==> config.mk <==
export PLATFORM = sky130hd
export DESIGN_NAME = ipc_doorbell_regs
export DESIGN_NICKNAME = d
export VERILOG_FILES = /design/src/rtl/ipc_db_pkg.sv /design/src/rtl/ipc_out_channel.sv /design/src/rtl/ipc_in_channel.sv /design/src/rtl/ipc_irq_unit.sv /design/src/rtl/ipc_doorbell_regs.sv
export SDC_FILE = /design/constraint.sdc
export NUM_CORES = 1
export LEC_CHECK = 0
export BUFFER_PORTS_ARGS = -buffer_cell sky130_fd_sc_hd__buf_4
export CELL_PAD_IN_SITES_DETAIL_PLACEMENT = 0
export CELL_PAD_IN_SITES_GLOBAL_PLACEMENT = 2
export CORE_MARGIN = 10
export CORE_UTILIZATION = 31
export DETAILED_ROUTE_END_ITERATION = 7
export PLACE_DENSITY_LB_ADDON = 0.1
export RECOVER_POWER = 100
export SLEW_MARGIN = 25
export SYNTH_ARGS = -nofsm -noshare
export SYNTH_HDL_FRONTEND = slang
export SYNTH_SLANG_ARGS = --single-unit
==> constraint.sdc <==
create_clock -name clk -period 4 [get_ports clk]
set_input_delay 0.8 -clock clk [delete_from_list [all_inputs] [get_ports clk]]
set_output_delay 0.8 -clock clk [all_outputs]
set_load 0.02 [all_outputs]
==> src/rtl/ipc_db_pkg.sv <==
package ipc_db_pkg;
  localparam int unsigned ADDR_W = 3;

  localparam logic [ADDR_W-1:0] A_OUT_PRI = 3'd0;
  localparam logic [ADDR_W-1:0] A_OUT_EXT = 3'd1;
  localparam logic [ADDR_W-1:0] A_IN_PRI  = 3'd2;
  localparam logic [ADDR_W-1:0] A_IN_EXT  = 3'd3;
  localparam logic [ADDR_W-1:0] A_CTRL    = 3'd4;
  localparam logic [ADDR_W-1:0] A_TOPEN   = 3'd5;
  localparam logic [ADDR_W-1:0] A_STAT    = 3'd6;

  localparam int unsigned CTRL_DONE_EN = 0;
  localparam int unsigned CTRL_BUSY_EN = 1;
  localparam int unsigned TOP_IPC_EN   = 0;
  localparam int unsigned STAT_PEND    = 0;
  localparam int unsigned STAT_OVF     = 1;
endpackage

==> src/rtl/ipc_out_channel.sv <==
module ipc_out_channel #(
  parameter int unsigned DATA_W = 32,
  localparam int unsigned PAY_W = DATA_W - 1
) (
  input  logic              clk,
  input  logic              rst_n,
  input  logic              wr_pri,
  input  logic              wr_ext,
  input  logic              ovf_clr,
  input  logic [DATA_W-1:0] wdata,
  input  logic              dsp_take,
  input  logic              dsp_done,
  output logic [PAY_W-1:0]  pri_q,
  output logic [PAY_W-1:0]  ext_q,
  output logic              busy_q,
  output logic              done_q,
  output logic              ovf_q
);
  logic             busy_d, done_d, ovf_d;
  logic             pri_ld, ext_ld;

  always_comb begin
    busy_d = busy_q;
    done_d = done_q;
    ovf_d  = ovf_q;
    pri_ld = 1'b0;
    ext_ld = 1'b0;
    if (dsp_take) busy_d = 1'b0;
    if (ovf_clr)  ovf_d  = 1'b0;
    if (wr_pri) begin
      if (busy_q) begin
        ovf_d = 1'b1;
      end else begin
        pri_ld = 1'b1;
        busy_d = wdata[PAY_W];
      end
    end
    if (wr_ext) begin
      ext_ld = !busy_q;
      if (wdata[PAY_W]) done_d = 1'b0;
    end
    if (dsp_done) done_d = 1'b1;
  end

  always_ff @(posedge clk or negedge rst_n) begin
    if (!rst_n) begin
      pri_q  <= '0;
      ext_q  <= '0;
      busy_q <= 1'b0;
      done_q <= 1'b0;
      ovf_q  <= 1'b0;
    end else begin
      if (pri_ld) pri_q <= wdata[PAY_W-1:0];
      if (ext_ld) ext_q <= wdata[PAY_W-1:0];
      busy_q <= busy_d;
      done_q <= done_d;
      ovf_q  <= ovf_d;
    end
  end
endmodule

==> src/rtl/ipc_in_channel.sv <==
module ipc_in_channel #(
  parameter int unsigned DATA_W = 32,
  localparam int unsigned PAY_W = DATA_W - 1
) (
  input  logic              clk,
  input  logic              rst_n,
  input  logic              dsp_post,
  input  logic [PAY_W-1:0]  dsp_pri,
  input  logic [DATA_W-1:0] dsp_ext,
  input  logic              busy_clr,
  output logic [PAY_W-1:0]  pri_q,
  output logic [DATA_W-1:0] ext_q,
  output logic              busy_q
);
  logic accept;
  logic busy_d;

  always_comb begin
    accept = dsp_post && !busy_q;
    busy_d = busy_q;
    if (busy_clr) busy_d = 1'b0;
    if (accept)   busy_d = 1'b1;
  end

  always_ff @(posedge clk or negedge rst_n) begin
    if (!rst_n) begin
      pri_q  <= '0;
      ext_q  <= '0;
      busy_q <= 1'b0;
    end else begin
      if (accept) begin
        pri_q <= dsp_pri;
        ext_q <= dsp_ext;
      end
      busy_q <= busy_d;
    end
  end
endmodule

==> src/rtl/ipc_irq_unit.sv <==
module ipc_irq_unit
  import ipc_db_pkg::*;
#(
  parameter int unsigned DATA_W = 32
) (
  input  logic              clk,
  input  logic              rst_n,
  input  logic              wr_ctrl,
  input  logic              wr_top,
  input  logic [DATA_W-1:0] wdata,
  input  logic              done,
  input  logic              in_busy,
  output logic              done_en_q,
  output logic              busy_en_q,
  output logic              glb_en_q,
  output logic              pending,
  output logic              irq
);
  always_ff @(posedge clk or negedge rst_n) begin
    if (!rst_n) begin
      done_en_q <= 1'b0;
      busy_en_q <= 1'b0;
      glb_en_q  <= 1'b0;
    end else begin
      if (wr_ctrl) begin
        done_en_q <= wdata[CTRL_DONE_EN];
        busy_en_q <= wdata[CTRL_BUSY_EN];
      end
      if (wr_top) glb_en_q <= wdata[TOP_IPC_EN];
    end
  end

  always_comb begin
    pending = (done && done_en_q) || (in_busy && busy_en_q);
    irq     = pending && glb_en_q;
  end
endmodule

==> src/rtl/ipc_doorbell_regs.sv <==
module ipc_doorbell_regs
  import ipc_db_pkg::*;
#(
  parameter int unsigned DATA_W = 32,
  localparam int unsigned PAY_W = DATA_W - 1
) (
  input  logic              clk,
  input  logic              rst_n,
  input  logic [ADDR_W-1:0] reg_addr,
  input  logic              reg_we,
  input  logic [DATA_W-1:0] reg_wdata,
  output logic [DATA_W-1:0] reg_rdata,
  output logic [PAY_W-1:0]  dsp_out_pri,
  output logic [PAY_W-1:0]  dsp_out_ext,
  output logic              dsp_out_ring,
  input  logic              dsp_take,
  input  logic              dsp_done,
  input  logic              dsp_post,
  input  logic [PAY_W-1:0]  dsp_in_pri,
  input  logic [DATA_W-1:0] dsp_in_ext,
  output logic              dsp_in_full,
  output logic              irq
);
  logic [1:0] rst_pipe;
  logic       rst_sync_n;

  always_ff @(posedge clk or negedge rst_n) begin
    if (!rst_n) rst_pipe <= 2'b00;
    else        rst_pipe <= {rst_pipe[0], 1'b1};
  end
  assign rst_sync_n = rst_pipe[1];

  logic wr_out_pri, wr_out_ext, wr_in_pri, wr_ctrl, wr_top, wr_stat;
  always_comb begin
    wr_out_pri = reg_we && (reg_addr == A_OUT_PRI);
    wr_out_ext = reg_we && (reg_addr == A_OUT_EXT);
    wr_in_pri  = reg_we && (reg_addr == A_IN_PRI);
    wr_ctrl    = reg_we && (reg_addr == A_CTRL);
    wr_top     = reg_we && (reg_addr == A_TOPEN);
    wr_stat    = reg_we && (reg_addr == A_STAT);
  end

  logic [PAY_W-1:0]  out_pri, out_ext, in_pri;
  logic [DATA_W-1:0] in_ext;
  logic out_busy, out_done, out_ovf, in_busy;
  logic done_en, busy_en, glb_en, pending;

  ipc_out_channel #(.DATA_W(DATA_W)) u_out (
    .clk(clk), .rst_n(rst_sync_n),
    .wr_pri(wr_out_pri), .wr_ext(wr_out_ext),
    .ovf_clr(wr_stat && reg_wdata[STAT_OVF]),
    .wdata(reg_wdata), .dsp_take(dsp_take), .dsp_done(dsp_done),
    .pri_q(out_pri), .ext_q(out_ext), .busy_q(out_busy),
    .done_q(out_done), .ovf_q(out_ovf)
  );

  ipc_in_channel #(.DATA_W(DATA_W)) u_in (
    .clk(clk), .rst_n(rst_sync_n),
    .dsp_post(dsp_post), .dsp_pri(dsp_in_pri), .dsp_ext(dsp_in_ext),
    .busy_clr(wr_in_pri && reg_wdata[PAY_W]),
    .pri_q(in_pri), .ext_q(in_ext), .busy_q(in_busy)
  );

  ipc_irq_unit #(.DATA_W(DATA_W)) u_irq (
    .clk(clk), .rst_n(rst_sync_n),
    .wr_ctrl(wr_ctrl), .wr_top(wr_top), .wdata(reg_wdata),
    .done(out_done), .in_busy(in_busy),
    .done_en_q(done_en), .busy_en_q(busy_en), .glb_en_q(glb_en),
    .pending(pending), .irq(irq)
  );

  always_comb begin
    reg_rdata = '0;
    case (reg_addr)
      A_OUT_PRI: reg_rdata = {out_busy, out_pri};
      A_OUT_EXT: reg_rdata = {out_done, out_ext};
      A_IN_PRI:  reg_rdata = {in_busy, in_pri};
      A_IN_EXT:  reg_rdata = in_ext;
      A_CTRL: begin
        reg_rdata[CTRL_DONE_EN] = done_en;
        reg_rdata[CTRL_BUSY_EN] = busy_en;
      end
      A_TOPEN:   reg_rdata[TOP_IPC_EN] = glb_en;
      A_STAT: begin
        reg_rdata[STAT_PEND] = pending;
        reg_rdata[STAT_OVF]  = out_ovf;
      end
      default:   reg_rdata = '0;
    endcase
  end

  assign dsp_out_pri  = out_pri;
  assign dsp_out_ext  = out_ext;
  assign dsp_out_ring = out_busy;
  assign dsp_in_full  = in_busy;
endmodule

==> out/results.md <==
| Step | Result | This run |
|:---|:---|:---|
| outcome | Outcome | finished, violations left |
| outcome | Violated checks | capacitance limit, slew limit |
| clocking | TritonCTS sink count | 134 |
| sta | Post-route clock skew | 0.01072 ns |
| global route | Met3 usage in global routing | 5.872% |
| placed design | Number of buffers inserted by port buffering | 200 |
| global route | Global Route met1 Usage | 16.48% |
| flow run | Number of maximum-capacitance constraint violations | 3 |
| floorplan | Number of ports placed on the die boundary | 201 |
| synthesis | Warning count from the yosys run | 0 |
| worst setup path | Launching element type of the critical path | register |
| finish | Share of layout cells above drive strength 1 | 45.08% |
| power and ir drop | Power per cell area | 656.6 nW/um^2 |
| synthesis | Post-synthesis async set-or-reset flop share | 100.0% |
| power and ir drop | Static power due to leakage | 3.361 nW |
| finish | Sequential cell area | 3353 um^2 |
| clocking | Number of hold buffers added after CTS | 0 |
| clocking | Post-cts repair resize count | 0 |
| synthesis | Mean instance size in the synthesized netlist | 16.02 um^2 |
| global route | Maximum number of pins on one net before global-route repair | 74 |
| sta | Number of endpoints failing setup at the final stage | 0 |
| floorplan | Die height | 161.2 um |
| sta | Post-layout worst setup margin | 0.7430 ns |
| global route | Global-route wire length before repair | 28.48 mm |
| placed design | Hpwl dp | 12.95 mm |
| route | Violation count after the first detailed-route iteration | 98 |
| global route | Number of global-route vias before repair | 4762 |
| finish | Nets | 690 |
| sta | Period utilization | 81.43% |
| floorplan | Die boundary width | 161.2 um |
| global route | Global-route congestion overflow total | 0 |
| global route | Met2 demand-to-capacity share in global routing | 23.83% |
| global route | GRT Max-Usage Layer | met2 |
| clocking | Number of buffers added by the clock tree synthesis step | 17 |
| floorplan | Starting density of the core | 31.67% |
| sta | Maximum clock frequency | 307.0 MHz |
| synthesis | Sequential cell area fraction in the yosys report | 54.22% |
| global route | Initial antenna violation count | 0 |
| clocking | Largest buffer count on any clock path | 2 |
| sta | Slew Limit Fails | 115 |
| floorplan | Core Footprint | 19530 um^2 |
| route | Final wirelength | 18.55 mm |
| sta | Fin crit period | 3.257 ns |
| sta | Slew headroom | -27.69% |
| clocking | CTS tree | yes |
| placed design | Post-Place Setup Slack | 0.8845 ns |
| finish | Filler instances | 2004 |
| sta | Setup repair after global routing missed its margin | false |
| clocking | Clock-pin slew on the worst setup and hold paths | 0.07 ns |
| synthesis | Number of flip-flops and latches in the synthesized netlist | 134 |
| worst setup path | CP Data Arrival Time | 3.56 ns |
| floorplan | Count of standard-cell rows | 51 |
| worst hold path | Tightest Hold Check Type | primary input to asynchronous set/reset pin |
| route | Number of vias per cell | 4.708 |
| sta | Transition time of the tightest slew-check pin | 1.911 ns |
| route | Routed WL per cell | 21.47 um |
| synthesis | Synthesized area | 6185 um^2 |
| worst setup path | Required time at the worst-slack endpoint | 4.30 ns |
| clocking | Total setup buffers inserted after CTS | 0 |
| route | First drt pass iteration count | 4 |
| synthesis | Post-synth EDFFs | 0 |
| route | Via count | 4068 |
| finish | Diodes inserted | 0 |
| clocking | CTS H-tree depth | 4 |
| worst setup path | Critical setup path kind | register to register |
| finish | Area used by multi-input combinational logic | 2541 um^2 |
| synthesis | Post-Syn Nets | 490 |
| sta | Count of final hold-check violations | 0 |
| synthesis | Count of distinct cell types in the synthesized netlist | 32 |
| route | Antenna viol nets, final | 0 |
| sta | Summed negative setup slack over all endpoints | 0 ns |
| finish | Relative area change from synthesis to final layout | 29.72% |
| route | Drt drc | 0 |
| worst setup path | Highest fanout seen on the critical path | 26 |
| worst setup path | CP Capture Type | register |
| clocking | Clk_lat worst skew | 0.42 ns |
| synthesis | Primary flip-flop cell chosen by synthesis mapping | sky130_fd_sc_hd__dfrtp_1 |
| placed design | Routability congestion estimate from global placement | 0.7458 |
| synthesis | Number of standard cells after synthesis | 386 |
| clocking | Root Driver | sky130_fd_sc_hd__clkbuf_16 |
| power and ir drop | Peak supply drop | 280.6 uV |
| floorplan | Die Area | 26000 um^2 |
| global route | Global router's overall resource usage | 14.29% |
[metrics by stage]
step | hold slack, ns | power, W | cells | utilization (%) | instance area [um^2]
floorplan | 0.3311 | 0.003317 | 386 | - | 6186
global placement | 0.3465 | 0.004013 | 831 | 40.74 | 7955
detailed placement | 0.3403 | 0.004059 | 831 | 40.74 | 7955
CTS | 0.1231 | 0.005611 | 863 | 43.66 | 8526
global route | 0.1182 | 0.005599 | 864 | 41.09 | 8023
finish | 0.1428 | 0.005268 | 864 | 41.09 | 8023
[worst paths after layout]
path | start | to | slack [ns] | cells after the start
max in group asynchronous | rst_pipe[1]$_DFF_PN0_ | u_out.pri_q[26]$_DFFE_PN0P_ | 1.19 | 2
worst min-delay path | rst_n | rst_pipe[1]$_DFF_PN0_ | 0.14 | 1
worst min register to register | rst_pipe[0]$_DFF_PN0_ | rst_pipe[1]$_DFF_PN0_ | 0.36 | 0
worst max register to register | u_in.busy_q$_DFFE_PN0P_ | u_in.pri_q[18]$_DFFE_PN0P_ | 0.74 | 3
worst max-delay path | u_in.busy_q$_DFFE_PN0P_ | u_in.pri_q[18]$_DFFE_PN0P_ | 0.74 | 3
min in group clk | rst_pipe[0]$_DFF_PN0_ | rst_pipe[1]$_DFF_PN0_ | 0.36 | 0
[cell families (layout without fill, tap and decap cells)]
group / after synthesis / after routing / share of synthesized area, %
AND/OR/NAND/NOR: 45 / 45 / 4.694
buffers and inverters: 30 / 243 / 2.772
flip-flops: 134 / 134 / 54.22
multiplexers: 163 / 163 / 36.84
other: 1 / 1 / 0.06063
AO/OA/AOI/OAI: 13 / 13 / 1.416
[worst max-delay path: stages, from the launching register on]
cell                       delay, ns
sky130_fd_sc_hd__dfrtp_1        0.46
sky130_fd_sc_hd__nor2b_1        1.45
sky130_fd_sc_hd__clkbuf_2       0.81
sky130_fd_sc_hd__mux2_2         0.42
[where the power goes]
group          total [W]  switching [W]  leakage (nW)  internal, W
registers        0.00215       0.000305          1.59      0.00185
clock network    0.00153       0.000658         0.260     0.000867
logic            0.00159       0.000758          1.51     0.000834
total            0.00527        0.00172          3.36      0.00355
[Yosys cell counts, types with 3 or more instances]
master / number / area share, %
sky130_fd_sc_hd__mux2i_1: 3 / 0.49
sky130_fd_sc_hd__inv_1: 3 / 0.18
sky130_fd_sc_hd__dfrtp_1: 134 / 54
sky130_fd_sc_hd__buf_6: 5 / 0.91
sky130_fd_sc_hd__buf_2: 14 / 1.1
sky130_fd_sc_hd__mux2_4: 29 / 7.0
sky130_fd_sc_hd__mux4_2: 30 / 11
sky130_fd_sc_hd__o21ai_0: 3 / 0.24
sky130_fd_sc_hd__nor2b_1: 33 / 3.3
sky130_fd_sc_hd__mux2_2: 99 / 18
sky130_fd_sc_hd__clkbuf_1: 5 / 0.30
[sequential cells by signal (all words and copies together) (netlist names)]
name,count
u_in.pri_q,31
u_in.ext_q,32
u_out.pri_q,31
rst_pipe,2
u_out.busy_q,1
u_irq.busy_en_q,1
u_in.busy_q,1
u_irq.done_en_q,1
u_out.ext_q,31
u_irq.glb_en_q,1
u_out.done_q,1
u_out.ovf_q,1
[cell usage in the layout, fill, tap and decap left out, drive strengths merged, types with 2 or more instances in the layout]
cell type,instances
clkinvlp,6
mux4,30
nor2b,33
dfrtp,134
buf,106
nand2,2
or4,3
clkinv,2
and3,2
a21o,2
a21oi,2
mux2i,3
inv,9
clkbuf,119
o21ai,3
mux2,130
[layout make-up]
type,instances,area share [%]
tap,265,4.133
inverter,3,0.1404
clock buffer,17,5.303
sequential,134,41.80
timing repair buffer,208,15.14
multi-input combinational,222,31.68
clock inverter,15,1.809
[metal layers]
layer,up-vias,wire length (um)
li1,1826,-
met1,2095,7771
met4,0,223
met2,132,9239
met5,-,0
met3,15,1313
(Power assumes the default switching activity.)
